`src/rtl/clkc_pkg.sv`:
```
package clkc_pkg;
   typedef enum logic [1:0] {
      MODE_OFF = 2'd0,
      MODE_BYP = 2'd1,
      MODE_PLL = 2'd2
   } clk_mode_e;

   localparam int unsigned REG_MULT = 0;
   localparam int unsigned REG_CTRL = 1;
   localparam int unsigned REG_LOCK = 2;
   localparam int unsigned REG_STAT = 3;

   localparam int unsigned CTRL_DIV_BIT  = 0;
   localparam int unsigned CTRL_OFF_BIT  = 1;
   localparam int unsigned CTRL_SRC_BIT  = 2;
   localparam int unsigned STAT_BUSY_BIT = 0;
   localparam int unsigned STAT_ERR_BIT  = 1;
   localparam int unsigned STAT_MODE_LSB = 2;
endpackage

```
`src/rtl/clkc_regfile.sv`:
```
module clkc_regfile
   import clkc_pkg::*;
#(
   parameter int unsigned ADDR_W       = 2,
   parameter int unsigned DATA_W       = 16,
   parameter int unsigned MULT_W       = 4,
   parameter int unsigned CNT_W        = 16,
   parameter int unsigned RST_LOCK     = 100,
   parameter bit          HAS_EXT_LOCK = 1'b1
) (
   input  logic              clk,
   input  logic              rst_n,
   input  logic              wr_en,
   input  logic [ADDR_W-1:0] addr,
   input  logic [DATA_W-1:0] wdata,
   output logic              div_sel,
   output logic              lock_src,
   output logic [CNT_W-1:0]  lock_cycles,
   output logic              mult_wr,
   output logic [MULT_W-1:0] mult_val,
   output logic              off_set_req,
   output logic              off_clr_req,
   output logic              err_clr
);
   logic hit_mult, hit_ctrl, hit_lock, hit_stat;

   always_comb begin
      hit_mult = wr_en && (addr == ADDR_W'(REG_MULT));
      hit_ctrl = wr_en && (addr == ADDR_W'(REG_CTRL));
      hit_lock = wr_en && (addr == ADDR_W'(REG_LOCK));
      hit_stat = wr_en && (addr == ADDR_W'(REG_STAT));
   end

   assign mult_wr     = hit_mult;
   assign mult_val    = wdata[MULT_W-1:0];
   assign off_set_req = hit_ctrl &&  wdata[CTRL_OFF_BIT];
   assign off_clr_req = hit_ctrl && !wdata[CTRL_OFF_BIT];
   assign err_clr     = hit_stat &&  wdata[STAT_ERR_BIT];

   always_ff @(posedge clk or negedge rst_n) begin
      if (!rst_n) begin
         div_sel     <= 1'b0;
         lock_cycles <= CNT_W'(RST_LOCK);
      end else begin
         if (hit_ctrl) div_sel     <= wdata[CTRL_DIV_BIT];
         if (hit_lock) lock_cycles <= wdata[CNT_W-1:0];
      end
   end

   generate
      if (HAS_EXT_LOCK) begin : g_src_reg
         always_ff @(posedge clk or negedge rst_n) begin
            if (!rst_n)        lock_src <= 1'b0;
            else if (hit_ctrl) lock_src <= wdata[CTRL_SRC_BIT];
         end
      end else begin : g_src_tied
         assign lock_src = 1'b0;
      end
   endgenerate
endmodule

```
`src/rtl/clkc_lock_timer.sv`:
```
module clkc_lock_timer #(
   parameter int unsigned CNT_W        = 16,
   parameter bit          HAS_EXT_LOCK = 1'b1
) (
   input  logic             clk,
   input  logic             rst_n,
   input  logic             start,
   input  logic             cancel,
   input  logic [CNT_W-1:0] lock_cycles,
   input  logic             use_ext,
   input  logic             lock_in,
   output logic             busy,
   output logic             done
);
   logic [CNT_W-1:0] cnt_q;
   logic             pend_q;
   logic             hit;
   logic             cnt_zero;

   assign cnt_zero = (cnt_q == '0);

   generate
      if (HAS_EXT_LOCK) begin : g_ext
         assign hit = use_ext ? lock_in : cnt_zero;
      end else begin : g_cnt_only
         assign hit = cnt_zero;
      end
   endgenerate

   assign busy = pend_q;
   assign done = pend_q && !start && !cancel && hit;

   always_ff @(posedge clk or negedge rst_n) begin
      if (!rst_n) begin
         pend_q <= 1'b0;
         cnt_q  <= '0;
      end else if (start) begin
         pend_q <= 1'b1;
         cnt_q  <= lock_cycles;
      end else if (cancel) begin
         pend_q <= 1'b0;
      end else if (pend_q) begin
         if (hit)           pend_q <= 1'b0;
         else if (!cnt_zero) cnt_q <= cnt_q - 1'b1;
      end
   end
endmodule

```
`src/rtl/clkc_mode_fsm.sv`:
```
module clkc_mode_fsm
   import clkc_pkg::*;
#(
   parameter int unsigned MULT_W = 4
) (
   input  logic              clk,
   input  logic              rst_n,
   input  logic              mult_wr,
   input  logic [MULT_W-1:0] mult_val,
   input  logic              off_set_req,
   input  logic              off_clr_req,
   input  logic              err_clr,
   input  logic              lock_done,
   output clk_mode_e         mode_q,
   output logic [MULT_W-1:0] mult_q,
   output logic              err_q,
   output logic              lock_start,
   output logic              lock_cancel
);
   logic accept;
   logic mult_nz;
   logic refuse_off;
   logic refuse_mult;

   always_comb begin
      mult_nz     = |mult_val;
      accept      = mult_wr && (mode_q != MODE_OFF);
      lock_start  = accept && mult_nz;
      lock_cancel = accept && !mult_nz;
      refuse_off  = off_set_req && (mult_q != '0);
      refuse_mult = mult_wr && (mode_q == MODE_OFF) && mult_nz;
   end

   always_ff @(posedge clk or negedge rst_n) begin
      if (!rst_n) begin
         mode_q <= MODE_BYP;
         mult_q <= '0;
      end else if (accept) begin
         mult_q <= mult_val;
         mode_q <= MODE_BYP;
      end else if (off_set_req && !refuse_off) begin
         mode_q <= MODE_OFF;
      end else if (off_clr_req && (mode_q == MODE_OFF)) begin
         mode_q <= MODE_BYP;
      end else if (lock_done) begin
         mode_q <= MODE_PLL;
      end
   end

   always_ff @(posedge clk or negedge rst_n) begin
      if (!rst_n)                      err_q <= 1'b0;
      else if (refuse_off || refuse_mult) err_q <= 1'b1;
      else if (err_clr)                err_q <= 1'b0;
   end
endmodule

```
`src/rtl/cpu_clk_mode_ctrl.sv`:
```
module cpu_clk_mode_ctrl
   import clkc_pkg::*;
#(
   parameter int unsigned ADDR_W       = 2,
   parameter int unsigned DATA_W       = 16,
   parameter int unsigned MULT_W       = 4,
   parameter int unsigned CNT_W        = 16,
   parameter int unsigned RST_LOCK     = 100,
   parameter bit          HAS_EXT_LOCK = 1'b1
) (
   input  logic              clk,
   input  logic              rst_n,
   input  logic              wr_en,
   input  logic [ADDR_W-1:0] addr,
   input  logic [DATA_W-1:0] wdata,
   output logic [DATA_W-1:0] rdata,
   input  logic              lock_in,
   output logic              pll_en,
   output logic [MULT_W-1:0] pll_mult,
   output logic              clk_sel,
   output logic [MULT_W-1:0] clk_ratio,
   output logic [1:0]        mode,
   output logic              err_flag
);
   localparam int unsigned STAT_W = STAT_MODE_LSB + 2;

   generate
      if (MULT_W < 2)      begin : g_bad_mult $error("MULT_W must be at least 2"); end
      if (ADDR_W < 2)      begin : g_bad_addr $error("ADDR_W must be at least 2"); end
      if (DATA_W < MULT_W) begin : g_bad_dm   $error("DATA_W must cover MULT_W"); end
      if (DATA_W < CNT_W)  begin : g_bad_dc   $error("DATA_W must cover CNT_W"); end
      if (DATA_W < STAT_W) begin : g_bad_ds   $error("DATA_W must cover status"); end
      if (RST_LOCK >= (64'd1 << CNT_W)) begin : g_bad_rl $error("RST_LOCK exceeds CNT_W"); end
   endgenerate

   logic              div_sel, lock_src;
   logic [CNT_W-1:0]  lock_cycles;
   logic              mult_wr, off_set_req, off_clr_req, err_clr;
   logic [MULT_W-1:0] mult_val, mult_q;
   logic              lock_start, lock_cancel, lock_done, lock_busy;
   logic              err_q;
   clk_mode_e         mode_q;

   clkc_regfile #(
      .ADDR_W(ADDR_W), .DATA_W(DATA_W), .MULT_W(MULT_W), .CNT_W(CNT_W),
      .RST_LOCK(RST_LOCK), .HAS_EXT_LOCK(HAS_EXT_LOCK)
   ) u_regs (
      .clk(clk), .rst_n(rst_n), .wr_en(wr_en), .addr(addr), .wdata(wdata),
      .div_sel(div_sel), .lock_src(lock_src), .lock_cycles(lock_cycles),
      .mult_wr(mult_wr), .mult_val(mult_val), .off_set_req(off_set_req),
      .off_clr_req(off_clr_req), .err_clr(err_clr)
   );

   clkc_lock_timer #(.CNT_W(CNT_W), .HAS_EXT_LOCK(HAS_EXT_LOCK)) u_lock (
      .clk(clk), .rst_n(rst_n), .start(lock_start), .cancel(lock_cancel),
      .lock_cycles(lock_cycles), .use_ext(lock_src), .lock_in(lock_in),
      .busy(lock_busy), .done(lock_done)
   );

   clkc_mode_fsm #(.MULT_W(MULT_W)) u_fsm (
      .clk(clk), .rst_n(rst_n), .mult_wr(mult_wr), .mult_val(mult_val),
      .off_set_req(off_set_req), .off_clr_req(off_clr_req), .err_clr(err_clr),
      .lock_done(lock_done), .mode_q(mode_q), .mult_q(mult_q), .err_q(err_q),
      .lock_start(lock_start), .lock_cancel(lock_cancel)
   );

   assign pll_en    = (mode_q != MODE_OFF);
   assign clk_sel   = (mode_q == MODE_PLL);
   assign pll_mult  = mult_q;
   assign mode      = mode_q;
   assign err_flag  = err_q;
   assign clk_ratio = (mode_q == MODE_PLL) ? mult_q
                    : (div_sel ? MULT_W'(2) : MULT_W'(1));

   always_comb begin
      rdata = '0;
      unique case (addr)
         ADDR_W'(REG_MULT): rdata[MULT_W-1:0] = mult_q;
         ADDR_W'(REG_CTRL): begin
            rdata[CTRL_DIV_BIT] = div_sel;
            rdata[CTRL_OFF_BIT] = (mode_q == MODE_OFF);
            rdata[CTRL_SRC_BIT] = lock_src;
         end
         ADDR_W'(REG_LOCK): rdata[CNT_W-1:0] = lock_cycles;
         ADDR_W'(REG_STAT): begin
            rdata[STAT_BUSY_BIT] = lock_busy;
            rdata[STAT_ERR_BIT]  = err_q;
            rdata[STAT_MODE_LSB +: 2] = mode_q;
         end
         default: rdata = '0;
      endcase
   end
endmodule

```
`config.mk`:
```
export PLATFORM = sky130hd
export DESIGN_NAME = cpu_clk_mode_ctrl
export DESIGN_NICKNAME = d
export VERILOG_FILES = /design/src/rtl/clkc_pkg.sv /design/src/rtl/clkc_regfile.sv /design/src/rtl/clkc_lock_timer.sv /design/src/rtl/clkc_mode_fsm.sv /design/src/rtl/cpu_clk_mode_ctrl.sv
export SDC_FILE = /design/constraint.sdc
export NUM_CORES = 1
export LEC_CHECK = 0
export BUFFER_PORTS_ARGS = -buffer_cell sky130_fd_sc_hd__buf_4
export CAP_MARGIN = 20
export CORE_MARGIN = 5
export CORE_UTILIZATION = 58
export CTS_BUF_LIST = sky130_fd_sc_hd__clkbuf_8 sky130_fd_sc_hd__clkbuf_16
export CTS_CLUSTER_SIZE = 25
export DETAILED_ROUTE_END_ITERATION = 10
export GPL_TIMING_DRIVEN = 0
export PLACE_DENSITY = 0.85
export SYNTH_ARGS = -nofsm -noshare
export SYNTH_HDL_FRONTEND = slang
export SYNTH_SLANG_ARGS = --single-unit
```
`constraint.sdc`:
```
create_clock -name clk -period 3.68 [get_ports clk]
set_clock_uncertainty 0.05 [all_clocks]
set_input_delay 0.92 -clock clk [delete_from_list [all_inputs] [get_ports clk]]
set_output_delay 0.92 -clock clk [all_outputs]
set_load 0.005 [all_outputs]
```
; ---- Yosys cells after proc, flatten, opt, wreduce, memory -nomap -nowiden
; Index checks and enable logic that the tools add are counted.
[totals]
ff_bits = 42
latch_bits = 0
ram_bits = 0
mem_bits_ro = 0
input_bits = 22
output_inout_bits = 29
mem_count = 0
[classes]
n_addsub = 1
n_mul = 0
div = 0
magnitude_cmp = 0
n_eq_ne = 7
shifts = 0
n_mux = 21
bitwise_logic = 0
n_reduce_logical = 34
[ops]
columns = cell, n
row1 = $mux 16, 5
row2 = $logic_and 1x1->1, 18
row3 = $logic_not 16->1, 1
row4 = $sub 16x1->16 const B, 1
row5 = $mux 12, 1
row6 = $pmux 3 s4, 1
row7 = $mux 2, 5
row8 = $reduce_bool 4->1, 2
row9 = $mux 1, 7
row10 = $eq 2x2->1 const B, 3
row11 = $ne 2x1->1 const B, 3
row12 = $reduce_bool 2->1, 3
row13 = $logic_not 1->1, 5
row14 = $logic_not 2->1, 2
row15 = $mux 4, 1
row16 = $reduce_and 4->1, 1
row17 = $reduce_or 4->1, 1
row18 = $pmux 1 s3, 1
row19 = $eq 2x1->1 const B, 1
row20 = $logic_or 1x1->1, 1

; ---- Depth between registers and ports, before layout
; Gate-level depths: netlist (run 1).
[depth]
ltp_word = 12
depth_mapped = 7
ltp_nobuf = 6

; ---- Cells and area by module
; Synthesis (run 1) repeated with hierarchy kept, for this count alone.
[unflattened]
hier_cells = 232
area_unflattened_um2 = 2518.7
[by_module_without_submodules]
columns = mod, n_inst, cells_per_inst, area_per_inst_um2, seq_area_each_um2
row1 = clkc_lock_timer, 1, 127, 1146.1, 425.4
row2 = clkc_regfile, 1, 48, 790.8, 454.2
row3 = clkc_mode_fsm, 1, 29, 342.8, 176.4
row4 = cpu_clk_mode_ctrl, 1, 28, 239.0, 0.0

; ---- Least setup slack after synthesis (run 1)
; OpenSTA, ideal clock, no wires.
[synth_timing]
kind = in2out
start = in addr[1]
end = out rdata[10]
arrival_ns = 1.652
setup_slack_ns = 1.058
path_stages = 5
n_path_buf = 2
cell_sequence = buf_2 > inv_2 > nor2_1 > clkbuf_1 > and2_1
[synth_via]
elab_chain_cells = 2
[synth_rtl]
columns = element, line_no
row1 = from (decl), cpu_clk_mode_ctrl.sv:14  ; input logic [ADDR_W-1:0] addr,
row2 = $eq 2x2->1, cpu_clk_mode_ctrl.sv:77  ; unique case (addr)
row3 = $mux 12, cpu_clk_mode_ctrl.sv:77
row4 = to (decl), cpu_clk_mode_ctrl.sv:16  ; output logic [DATA_W-1:0] rdata,
; Every way passes these cells.

; ---- Final worst setup path (run 1)
[layout_timing]
start = in addr[1]
end = out rdata[5]
; The elaborated chain is that of the path after synthesis.

==> out/metrics.cfg, run 1 <==
[cells_and_area]
fin_cells=317
drive_above_1_share_pct=34.5
areaGrowthSynthToFinish_pct=23.1
postLayoutCoreUtil_pct=72.4
layout_commonest_cell=buf_4
design_area_mm2=0.00283
layout_common_cells=buf_4 (48), dfrtp_1 (38), nand2_1 (19)
antennaDiodeCount=0
fin_nets=289

[routing]
vias=1885
dr.pass1.iters=4
totalWireLength_mm=5.42
drc=0
post_drt_wl_per_cell_um=17.1
viasPerCell=5.95
drtAntennaViolNets=0
drtIter0Drc=173

[floorplanning]
die_y_um=73
initial_utilization_pct=58.8
rows=23
dieArea_mm2=0.00533
core-area_mm2=0.00391
die_w_um=73
ioPinCount=51

[sta]
period_needed_ns=3.02
final-hold-violation-count=0
finalMaxSlewViolations=0
hold_slack_ns=0.462
period_share_pct=82.2
fin_tns_setup_ns=0
max_freq_mhz=331
worst_slack_ns=0.655
tightest_slew_ns=0.612
setup_violations=0
rsz0062_at_grt=no
max_slew_margin_pct=58.8

[clocking]
cts_setup_buffers=0
clkLatencyLatePin_ns=0.29
cts_tree=done
clockBufferDepth=2
path_clk_slew_ns=0.08
cts_buffers=5
root_buffer=clkbuf_8
clock_sinks=42
htree_num_levels=2
cts.repair.resized=0
postCtsHoldBufs=0

[grt]
grt_busiest_layer=met2
grt.met3_usage_pct=5.23
grt_max_degree=43
grt_usage_pct=22.1
antenna_found_initial=0
grt_pass1_vias=1888
grt_pass1_wl_mm=9.14
grt_overflow_total=0
use_met1_pct=31.3
grt.met2_usage_pct=34.4

[place]
dp_slack_ns=0.653
dp_cells=309
numPortBuffers=48
hpwl_mm=4.02
gp_congestion=0.848
dpl_cell_area_mm2=0.00273

[setup_path]
path_delay_family=buffers and inverters
crit_start=addr[1]
path_cells=buf_2 -> inv_2 -> nor2_1 -> clkbuf_1 -> and2_1 -> buf_4
rr_startpoint=u_lock.cnt_q[8]$_DFFE_PN0P_
timing.rr.end=u_lock.cnt_q[4]$_DFFE_PN0P_
cpMaxStageDelayCell=clkbuf_1
worst_ep_arrival_time_ns=2.05
required_ns=2.71
rr_worst_depth=5
crit_fanout=10
endpoint=rdata[5]
r2r_setup_slack_ns=1.75
criticalPathCategory=in -> out
crit_buf_inv=4
slowest_delay_ns=0.32
start_kind=input pin
cp.depth=6
endpoint_kind=primary output

[power]
p_per_area_mw_per_mm2=645
irDropWorstVdd_v=0.000411
power_leakage_nw=1.22
totalPowerFinal_mw=1.83

[run_status]
outcome=finished, final reports clean

[synth]
synthArstFlopShare_pct=100
ys_seq_area_share_pct=45.9
syn-cell-area_mm2=0.00230
ys.warnings.count=0
synth_fp_nets=234
synth_edf_count=0
syn_inst=211
synth-main-ff-cell=dfrtp_1
syn_area_per_cell_um2=10.9
ys_types=53
synth.ff_latch_count=42

[flow_run]
drv_cap=0

[hold_path]
holdCritPathClass=reg -> reg

layer usage:
metal	up-vias	share of wire, %
met4	0	0.68
met3	6	4.5
met5	-	0
met2	49	49
li1	892	-
met1	938	45
cells in the mapped netlist, types with 7 or more instances:
master | count | area [um^2]
and2_1 | 14 | 87.6
dfrtp_1 | 38 | 951
mux2_1 | 10 | 113
mux2_2 | 13 | 146
nand2_1 | 19 | 71.3
nand3_1 | 7 | 35.0
nor2_1 | 13 | 48.8
o21ai_1 | 7 | 35.0
xor2_1 | 7 | 61.3
worst min-delay path by stage:
stage	cells past startpoint	slack, ns	start	endpoint
after floorplan	2	0.41	u_regs.lock_cycles[14]$_DFFE_PN0P_	u_lock.cnt_q[14]$_DFFE_PN0P_
after detailed placement	2	0.45	u_regs.lock_cycles[14]$_DFFE_PN0P_	u_lock.cnt_q[14]$_DFFE_PN0P_
after CTS	2	0.47	u_regs.lock_cycles[14]$_DFFE_PN0P_	u_lock.cnt_q[14]$_DFFE_PN0P_
after global placement	2	0.44	u_regs.lock_cycles[14]$_DFFE_PN0P_	u_lock.cnt_q[14]$_DFFE_PN0P_
after global routing	1	0.50	u_regs.lock_cycles[4]$_DFFE_PN0P_	u_regs.lock_cycles[4]$_DFFE_PN0P_
final	2	0.46	u_regs.lock_cycles[14]$_DFFE_PN0P_	u_lock.cnt_q[14]$_DFFE_PN0P_
report_power, final:
part / total (mW) / switching [mW] / internal [mW]
clock network: 0.356 / 0.156 / 0.200
logic: 0.630 / 0.284 / 0.347
registers: 0.842 / 0.207 / 0.635
state kept, by name, summed over array words and instances (netlist names):
signal and flops:
u_lock.busy 1, u_fsm.err_q 1, u_regs.lock_src 1, u_fsm.mult_q 4
u_fsm.mode_q 2, u_regs.lock_cycles 16, u_lock.cnt_q 16, u_regs.div_sel 1
worst register-to-register path, cell delays in order (launching register included):
cell	delay, ns
dfrtp_1	0.46
nor4_4	0.37
nand3b_2	0.31
o2111ai_1	0.34
xor2_1	0.21
o21ai_1	0.08
kinds of logic (layout without fill, tap and decap cells):
kind of cell	count (synthesis)	in the layout	synth area share, %
and+or+nand+nor	82	82	20.6
DFF	42	42	45.9
AOI/OAI and AO/OA	37	37	11.9
muxes	28	28	15.1
buffers and inverters	13	69	2.99
xor gates and xnor gates	8	8	3.04
adders and majority gates	1	1	0.543
area by class of cell:
class                           count  area [um^2]
Inverter                            4         15.0
Clock inverter                      3         40.0
Fill cell                         288         1080
Buffer                              9         53.8
Tap cell                           50         62.6
Timing Repair Buffer               48          360
Multi-Input combinational cell    156         1180
Clock buffer                        5         68.8
Sequential cell                    42         1060
Power figures use the tool's default switching activity.
==> run 2, diff against run 1 <==
--- a/config.mk
+++ b/config.mk
@@ -8,12 +8,12 @@
 export BUFFER_PORTS_ARGS = -buffer_cell sky130_fd_sc_hd__buf_4
 export CAP_MARGIN = 20
 export CORE_MARGIN = 5
-export CORE_UTILIZATION = 58
+export CORE_UTILIZATION = 54
 export CTS_BUF_LIST = sky130_fd_sc_hd__clkbuf_8 sky130_fd_sc_hd__clkbuf_16
 export CTS_CLUSTER_SIZE = 25
 export DETAILED_ROUTE_END_ITERATION = 10
 export GPL_TIMING_DRIVEN = 0
-export PLACE_DENSITY = 0.85
+export PLACE_DENSITY = 0.8
 export SYNTH_ARGS = -nofsm -noshare
 export SYNTH_HDL_FRONTEND = slang
 export SYNTH_SLANG_ARGS = --single-unit
==> constraint.sdc (replaced) <==
create_clock -name clk -period 3 [get_ports clk]
set_clock_uncertainty 0.05 [all_clocks]
set_input_delay 0.75 -clock clk [delete_from_list [all_inputs] [get_ports clk]]
set_output_delay 0.75 -clock clk [all_outputs]
set_load 0.005 [all_outputs]
==> run 2 against run 1 <==
  * Clock-buffer cell count is 1 higher
  * Highest routed layer unchanged
  * Sequential share of layout area is 0.23 points higher
  * Clock power is 4% higher
  * Sequential power is 22% higher
  * Global-route usage is 0.84 points lower
==> out/metrics.cfg, run 2 (synthesis gave the netlist of run 1 again) <==
[sta]
period_needed_ns=2.69
fin_tns_setup_ns=0  ; unchanged
period_share_pct=89.6
tightest_slew_ns=0.651  ; +0.0385 ns
hold_slack_ns=0.381  ; -0.0815 ns
worst_slack_ns=0.311  ; -0.345 ns
setup_violations=0  ; unchanged
rsz0062_at_grt=no
max_freq_mhz=372
max_slew_margin_pct=56.2  ; -2.6 points
finalMaxSlewViolations=0  ; unchanged
final-hold-violation-count=0  ; unchanged

[floorplanning]
die_w_um=75.3  ; +3.1%
ioPinCount=51  ; unchanged
initial_utilization_pct=56.7  ; -2.1 points
die_y_um=75.3  ; +3.1%
dieArea_mm2=0.00567  ; +6.4%
core-area_mm2=0.00406  ; +3.7%
rows=23  ; unchanged

[hold_path]
holdCritPathClass=in -> async

[place]
dp_slack_ns=0.317  ; -0.336 ns
numPortBuffers=48  ; unchanged
gp_congestion=0.859  ; +1.3%
hpwl_mm=4.03  ; +0.15%

[cells_and_area]
fill_cells=312  ; +8.3%
layout_commonest_cell=buf_4
final-seq-area_mm2=0.00106  ; unchanged
drive_above_1_share_pct=34.1  ; -0.37 points
layout_common_cells=buf_4 (48), dfrtp_1 (38), nand2_1 (19)
postLayoutCoreUtil_pct=69.4  ; -3.0 points
multi_input_area_mm2=0.00118  ; unchanged
fin_nets=289  ; unchanged
areaGrowthSynthToFinish_pct=22.3
antennaDiodeCount=0  ; unchanged
top_regs=u_lock.cnt_q x16, u_regs.lock_cycles x16, u_fsm.mult_q x4

[setup_path]
required_ns=2.20  ; -0.51 ns
crit_fanout=10  ; unchanged
criticalPathCategory=in -> out
worst_ep_arrival_time_ns=1.89  ; -0.16 ns
endpoint_kind=primary output
start_kind=input pin

[routing]
totalWireLength_mm=5.50  ; +1.5%
vias=1871  ; -0.74%
drtIter0Drc=132  ; -24%
drtAntennaViolNets=0  ; unchanged
drc=0  ; unchanged
post_drt_wl_per_cell_um=17.3  ; +1.5%
viasPerCell=5.90  ; -0.74%
dr.pass1.iters=4  ; unchanged

[grt]
grt_overflow_total=0  ; unchanged
grt_pass1_wl_mm=8.93  ; -2.3%
grt_usage_pct=21.2  ; -0.84 points
antenna_found_initial=0  ; unchanged
grt_pass1_vias=1807  ; -4.3%
grt_max_degree=43  ; unchanged

[clocking]
htree_num_levels=2  ; unchanged
cts_buffers=5  ; unchanged
path_clk_slew_ns=0.07  ; about the same
clock_sinks=42  ; unchanged
cts.repair.resized=0  ; unchanged
root_buffer=clkbuf_8
cts_setup_buffers=0  ; unchanged
cts_tree=done
clockBufferDepth=2  ; unchanged
postCtsHoldBufs=0  ; unchanged
clkLatencyLatePin_ns=0.29  ; about the same

[power]
irDropWorstVdd_v=0.000602  ; +46%
power_leakage_nw=1.21  ; -0.45%
totalPowerFinal_mw=2.18  ; +19%
p_per_area_mw_per_mm2=775  ; +20%

[run_status]
outcome=finished, final reports clean

[flow_run]
drv_cap=0  ; unchanged

## run 2: changes by cell type in the layout (fill, tap and decap cells not counted), sizes merged
cell and change:
clkinv -1, bufinv -1, clkbuf +1, inv +1
## run 2: worst paths after layout
kind / from / end / slack (ns) / depth (start not counted)
max: addr[1] / rdata[14] / 0.31 / 6
min: rst_n / u_fsm.mult_q[3]$_DFFE_PN0P_ / 0.38 / 1
max reg2reg: u_lock.cnt_q[0]$_DFFE_PN0P_ / u_lock.cnt_q[13]$_DFFE_PN0P_ / 1.04 / 5
min reg2reg: u_regs.lock_cycles[12]$_DFFE_PN0P_ / u_lock.cnt_q[12]$_DFFE_PN0P_ / 0.46 / 2
max in group asynchronous: rst_n / u_regs.lock_cycles[6]$_DFFE_PN1P_ / 2.14 / 1
min in group clk: u_regs.lock_cycles[12]$_DFFE_PN0P_ / u_lock.cnt_q[12]$_DFFE_PN0P_ / 0.46 / 2
## run 2: per-stage QoR
stage	area (um^2)	std cells
after floorplan	2300	211
after global placement	2730	309
after detailed placement	2730	309
after CTS	2820	317
after global routing	2820	317
final	2820	317
## run 2: where the power goes
part | internal [mW] | switching [mW]
clock network | 0.182 | 0.187
logic | 0.427 | 0.356
registers | 0.779 | 0.251
## run 2: final cells by class
type	instances	share of cell area [%]
Multi-Input combinational cell	156	41.8
Sequential cell	42	37.5
Timing Repair Buffer	48	12.8
Clock buffer	6	2.93
Tap cell	50	2.22
Buffer	9	1.91
Inverter	4	0.533
Clock inverter	2	0.311
## run 2: worst max-delay path, cell delays in order
cell      delay [ns]
buf_2           0.17
inv_2           0.08
nor2_1          0.26
clkbuf_1        0.31
and2_1          0.20
buf_4           0.12
## run 2: metal layers
layer | up-vias | global-route usage [%] | wire [um]
li1 | 891 | - | -
met1 | 921 | 29.8 | 2470
met2 | 52 | 33.0 | 2690
met3 | 7 | 5.28 | 277
met4 | 0 | 6.21 | 67
met5 | - | 0 | 0
==> run 3, diff against run 2 <==
--- a/config.mk
+++ b/config.mk
@@ -8,12 +8,11 @@
 export BUFFER_PORTS_ARGS = -buffer_cell sky130_fd_sc_hd__buf_4
 export CAP_MARGIN = 20
 export CORE_MARGIN = 5
-export CORE_UTILIZATION = 54
+export CORE_UTILIZATION = 40
 export CTS_BUF_LIST = sky130_fd_sc_hd__clkbuf_8 sky130_fd_sc_hd__clkbuf_16
 export CTS_CLUSTER_SIZE = 25
 export DETAILED_ROUTE_END_ITERATION = 10
 export GPL_TIMING_DRIVEN = 0
-export PLACE_DENSITY = 0.8
 export SYNTH_ARGS = -nofsm -noshare
 export SYNTH_HDL_FRONTEND = slang
 export SYNTH_SLANG_ARGS = --single-unit
==> run 3 against run 2 <==
  * Design area is 0.98% higher
  * Worst hold slack worse by 0.0078 ns
  * Highest routed layer unchanged
  * Final cell count is 6.9% higher
  * Clock power hardly changed
  * Sequential power hardly changed
  * Total power is 0.49% lower
  * Register-to-register slack better by 0.03 ns
  * Clock-buffer cell count stayed put
  * Critical path depth stayed put
  * Non-clock buffer count stayed put
  * Critical path type unchanged
  * Combinational power is 2% lower
  * Largest power group unchanged
==> out/metrics.cfg, run 3 (synthesis gave the netlist of run 1 again) <==
[run_status]
outcome=finished, final reports clean

[sta]
finalMaxSlewViolations=0  ; unchanged
tightest_slew_ns=0.624  ; -0.0268 ns
setup_violations=0  ; unchanged
final-hold-violation-count=0  ; unchanged
rsz0062_at_grt=no
max_slew_margin_pct=58.0  ; +1.8 points
hold_slack_ns=0.373  ; -0.00782 ns
period_share_pct=89.3  ; -0.31 points
max_freq_mhz=373  ; +0.34%
period_needed_ns=2.68  ; -0.00922 ns
fin_tns_setup_ns=0  ; unchanged

[clocking]
cts.repair.resized=0  ; unchanged
cts_buffers=5  ; unchanged
postCtsHoldBufs=0  ; unchanged
clkLatencyLatePin_ns=0.30  ; about the same
path_clk_slew_ns=0.08  ; about the same
clockBufferDepth=2  ; unchanged
clock_sinks=42  ; unchanged
htree_num_levels=2  ; unchanged
root_buffer=clkbuf_8
cts_tree=done
cts_setup_buffers=0  ; unchanged

[power]
p_sw_uw=786  ; -1.1%
switching_share_pct=36.2  ; -0.23 points
p_seq_share_pct=47.5  ; +0.3 points
clock_power_share_pct=17.2  ; +0.3 points
p_comb_share_pct=35.4  ; -0.5 points
irDropWorstVdd_v=0.000438  ; -27%
p_per_area_mw_per_mm2=764  ; -1.5%
power_leakage_nw=1.21  ; unchanged
p_int_mw=1.39  ; -0.13%

[setup_path]
rr_startpoint=u_fsm.mode_q[0]$_DFFE_PN1P_
cpMaxStageDelayCell=clkbuf_1
path_cells=buf_2 -> inv_2 -> nor2_1 -> clkbuf_1 -> and2_1 -> buf_4
crit_fanout=10  ; unchanged
criticalPathCategory=in -> out
slowest_delay_ns=0.33  ; +0.02 ns
required_ns=2.20  ; about the same
crit_start=addr[1]
endpoint_kind=primary output
start_kind=input pin
worst_ep_arrival_time_ns=1.88  ; about the same

[flow_run]
drv_cap=0  ; unchanged

[cells_and_area]
multi_input_area_mm2=0.00118  ; unchanged
layout_common_cells=buf_4 (48), dfrtp_1 (38), nand2_1 (19)
layout_commonest_cell=buf_4
areaGrowthSynthToFinish_pct=23.5
top_regs=u_lock.cnt_q x16, u_regs.lock_cycles x16, u_fsm.mult_q x4
final-seq-area_mm2=0.00106  ; unchanged
fill_cells=524  ; +68%
fin_nets=289  ; unchanged
drive_above_1_share_pct=34.1  ; unchanged
antennaDiodeCount=0  ; unchanged

[place]
gp_congestion=0.796  ; -7.3%
numPortBuffers=48  ; unchanged
hpwl_mm=4.08  ; +1.3%

[floorplanning]
die_w_um=85.9  ; +14%
initial_utilization_pct=41.6  ; -15 points
rows=27  ; +17%
dieArea_mm2=0.00737  ; +30%
die_y_um=85.9  ; +14%
ioPinCount=51  ; unchanged
core-area_mm2=0.00554  ; +37%

[grt]
grt_usage_pct=16.0  ; -5.2 points
grt_overflow_total=0  ; unchanged
grt_pass1_wl_mm=9.27  ; +3.9%
grt_pass1_vias=1787  ; -1.1%
grt_max_degree=43  ; unchanged
antenna_found_initial=0  ; unchanged

[routing]
viasPerCell=5.32  ; -9.8%
post_drt_wl_per_cell_um=16.4  ; -5.7%
totalWireLength_mm=5.55  ; +0.85%
drc=0  ; unchanged
drtAntennaViolNets=0  ; unchanged
vias=1804  ; -3.6%
dr.pass1.iters=4  ; unchanged
drtIter0Drc=93  ; -30%

[hold_path]
holdCritPathClass=in -> async

run 3: power groups by stage:
stage          Clock (mW)  Combinational (mW)  Sequential (mW)
2_1_floorplan           0               0.492            0.970
3_3_place_gp            0               0.772             1.03
3_5_place_dp            0               0.775             1.04
4_1_cts             0.386               0.779             1.02
5_1_grt             0.418               0.856             1.07
6_report            0.373               0.769             1.03
run 3: path summary, 6_finish.rpt:
check | to | slack [ns] | depth (start not counted)
max reg2reg | u_lock.cnt_q[3]$_DFFE_PN0P_ | 1.07 | 7
max | rdata[14] | 0.32 | 6
min in group clk | u_lock.cnt_q[14]$_DFFE_PN0P_ | 0.45 | 2
min reg2reg | u_lock.cnt_q[14]$_DFFE_PN0P_ | 0.45 | 2
min | u_fsm.mult_q[1]$_DFFE_PN0P_ | 0.37 | 1
max in group asynchronous | u_regs.lock_cycles[6]$_DFFE_PN1P_ | 2.14 | 1
run 3: layer usage:
layer | GRT usage (%) | share of wire (%) | vias to the layer above
met4 | 5.47 | 1.2 | 0
met1 | 24.0 | 50 | 881
met2 | 22.6 | 45 | 30
met5 | 0 | 0 | -
met3 | 3.55 | 3.2 | 5
li1 | - | - | 888
run 3: critical path, delay by kind of cell:
| kind | cells | cell delay (ns) |
|---|---|---|
| AND/OR/NAND/NOR | 2 | 0.45 |
| buffers and inverters | 4 | 0.69 |
run 3: cell type report:
class                      count  area share [%]
inverter                       4           0.528
sequential                    42            37.1
tap                           72            3.17
clock buffer                   6            2.90
buffer                         9            1.89
timing repair buffer          48            12.7
clock inverter                 2           0.308
multi-input combinational    156            41.4
run 3: per-stage QoR:
step | area [um^2] | power, mW | utilization (%) | worst slack (ns) | instances
after CTS | 2840 | 2.19 | 51.3 | 0.276 | 339
final | 2840 | 2.17 | 51.3 | 0.320 | 339
after detailed placement | 2750 | 1.81 | 49.7 | 0.280 | 331
after floorplan | 2300 | 1.46 | - | 0.718 | 211
after global routing | 2840 | 2.34 | 51.3 | 0.202 | 339
after global placement | 2750 | 1.80 | 49.7 | 0.258 | 331
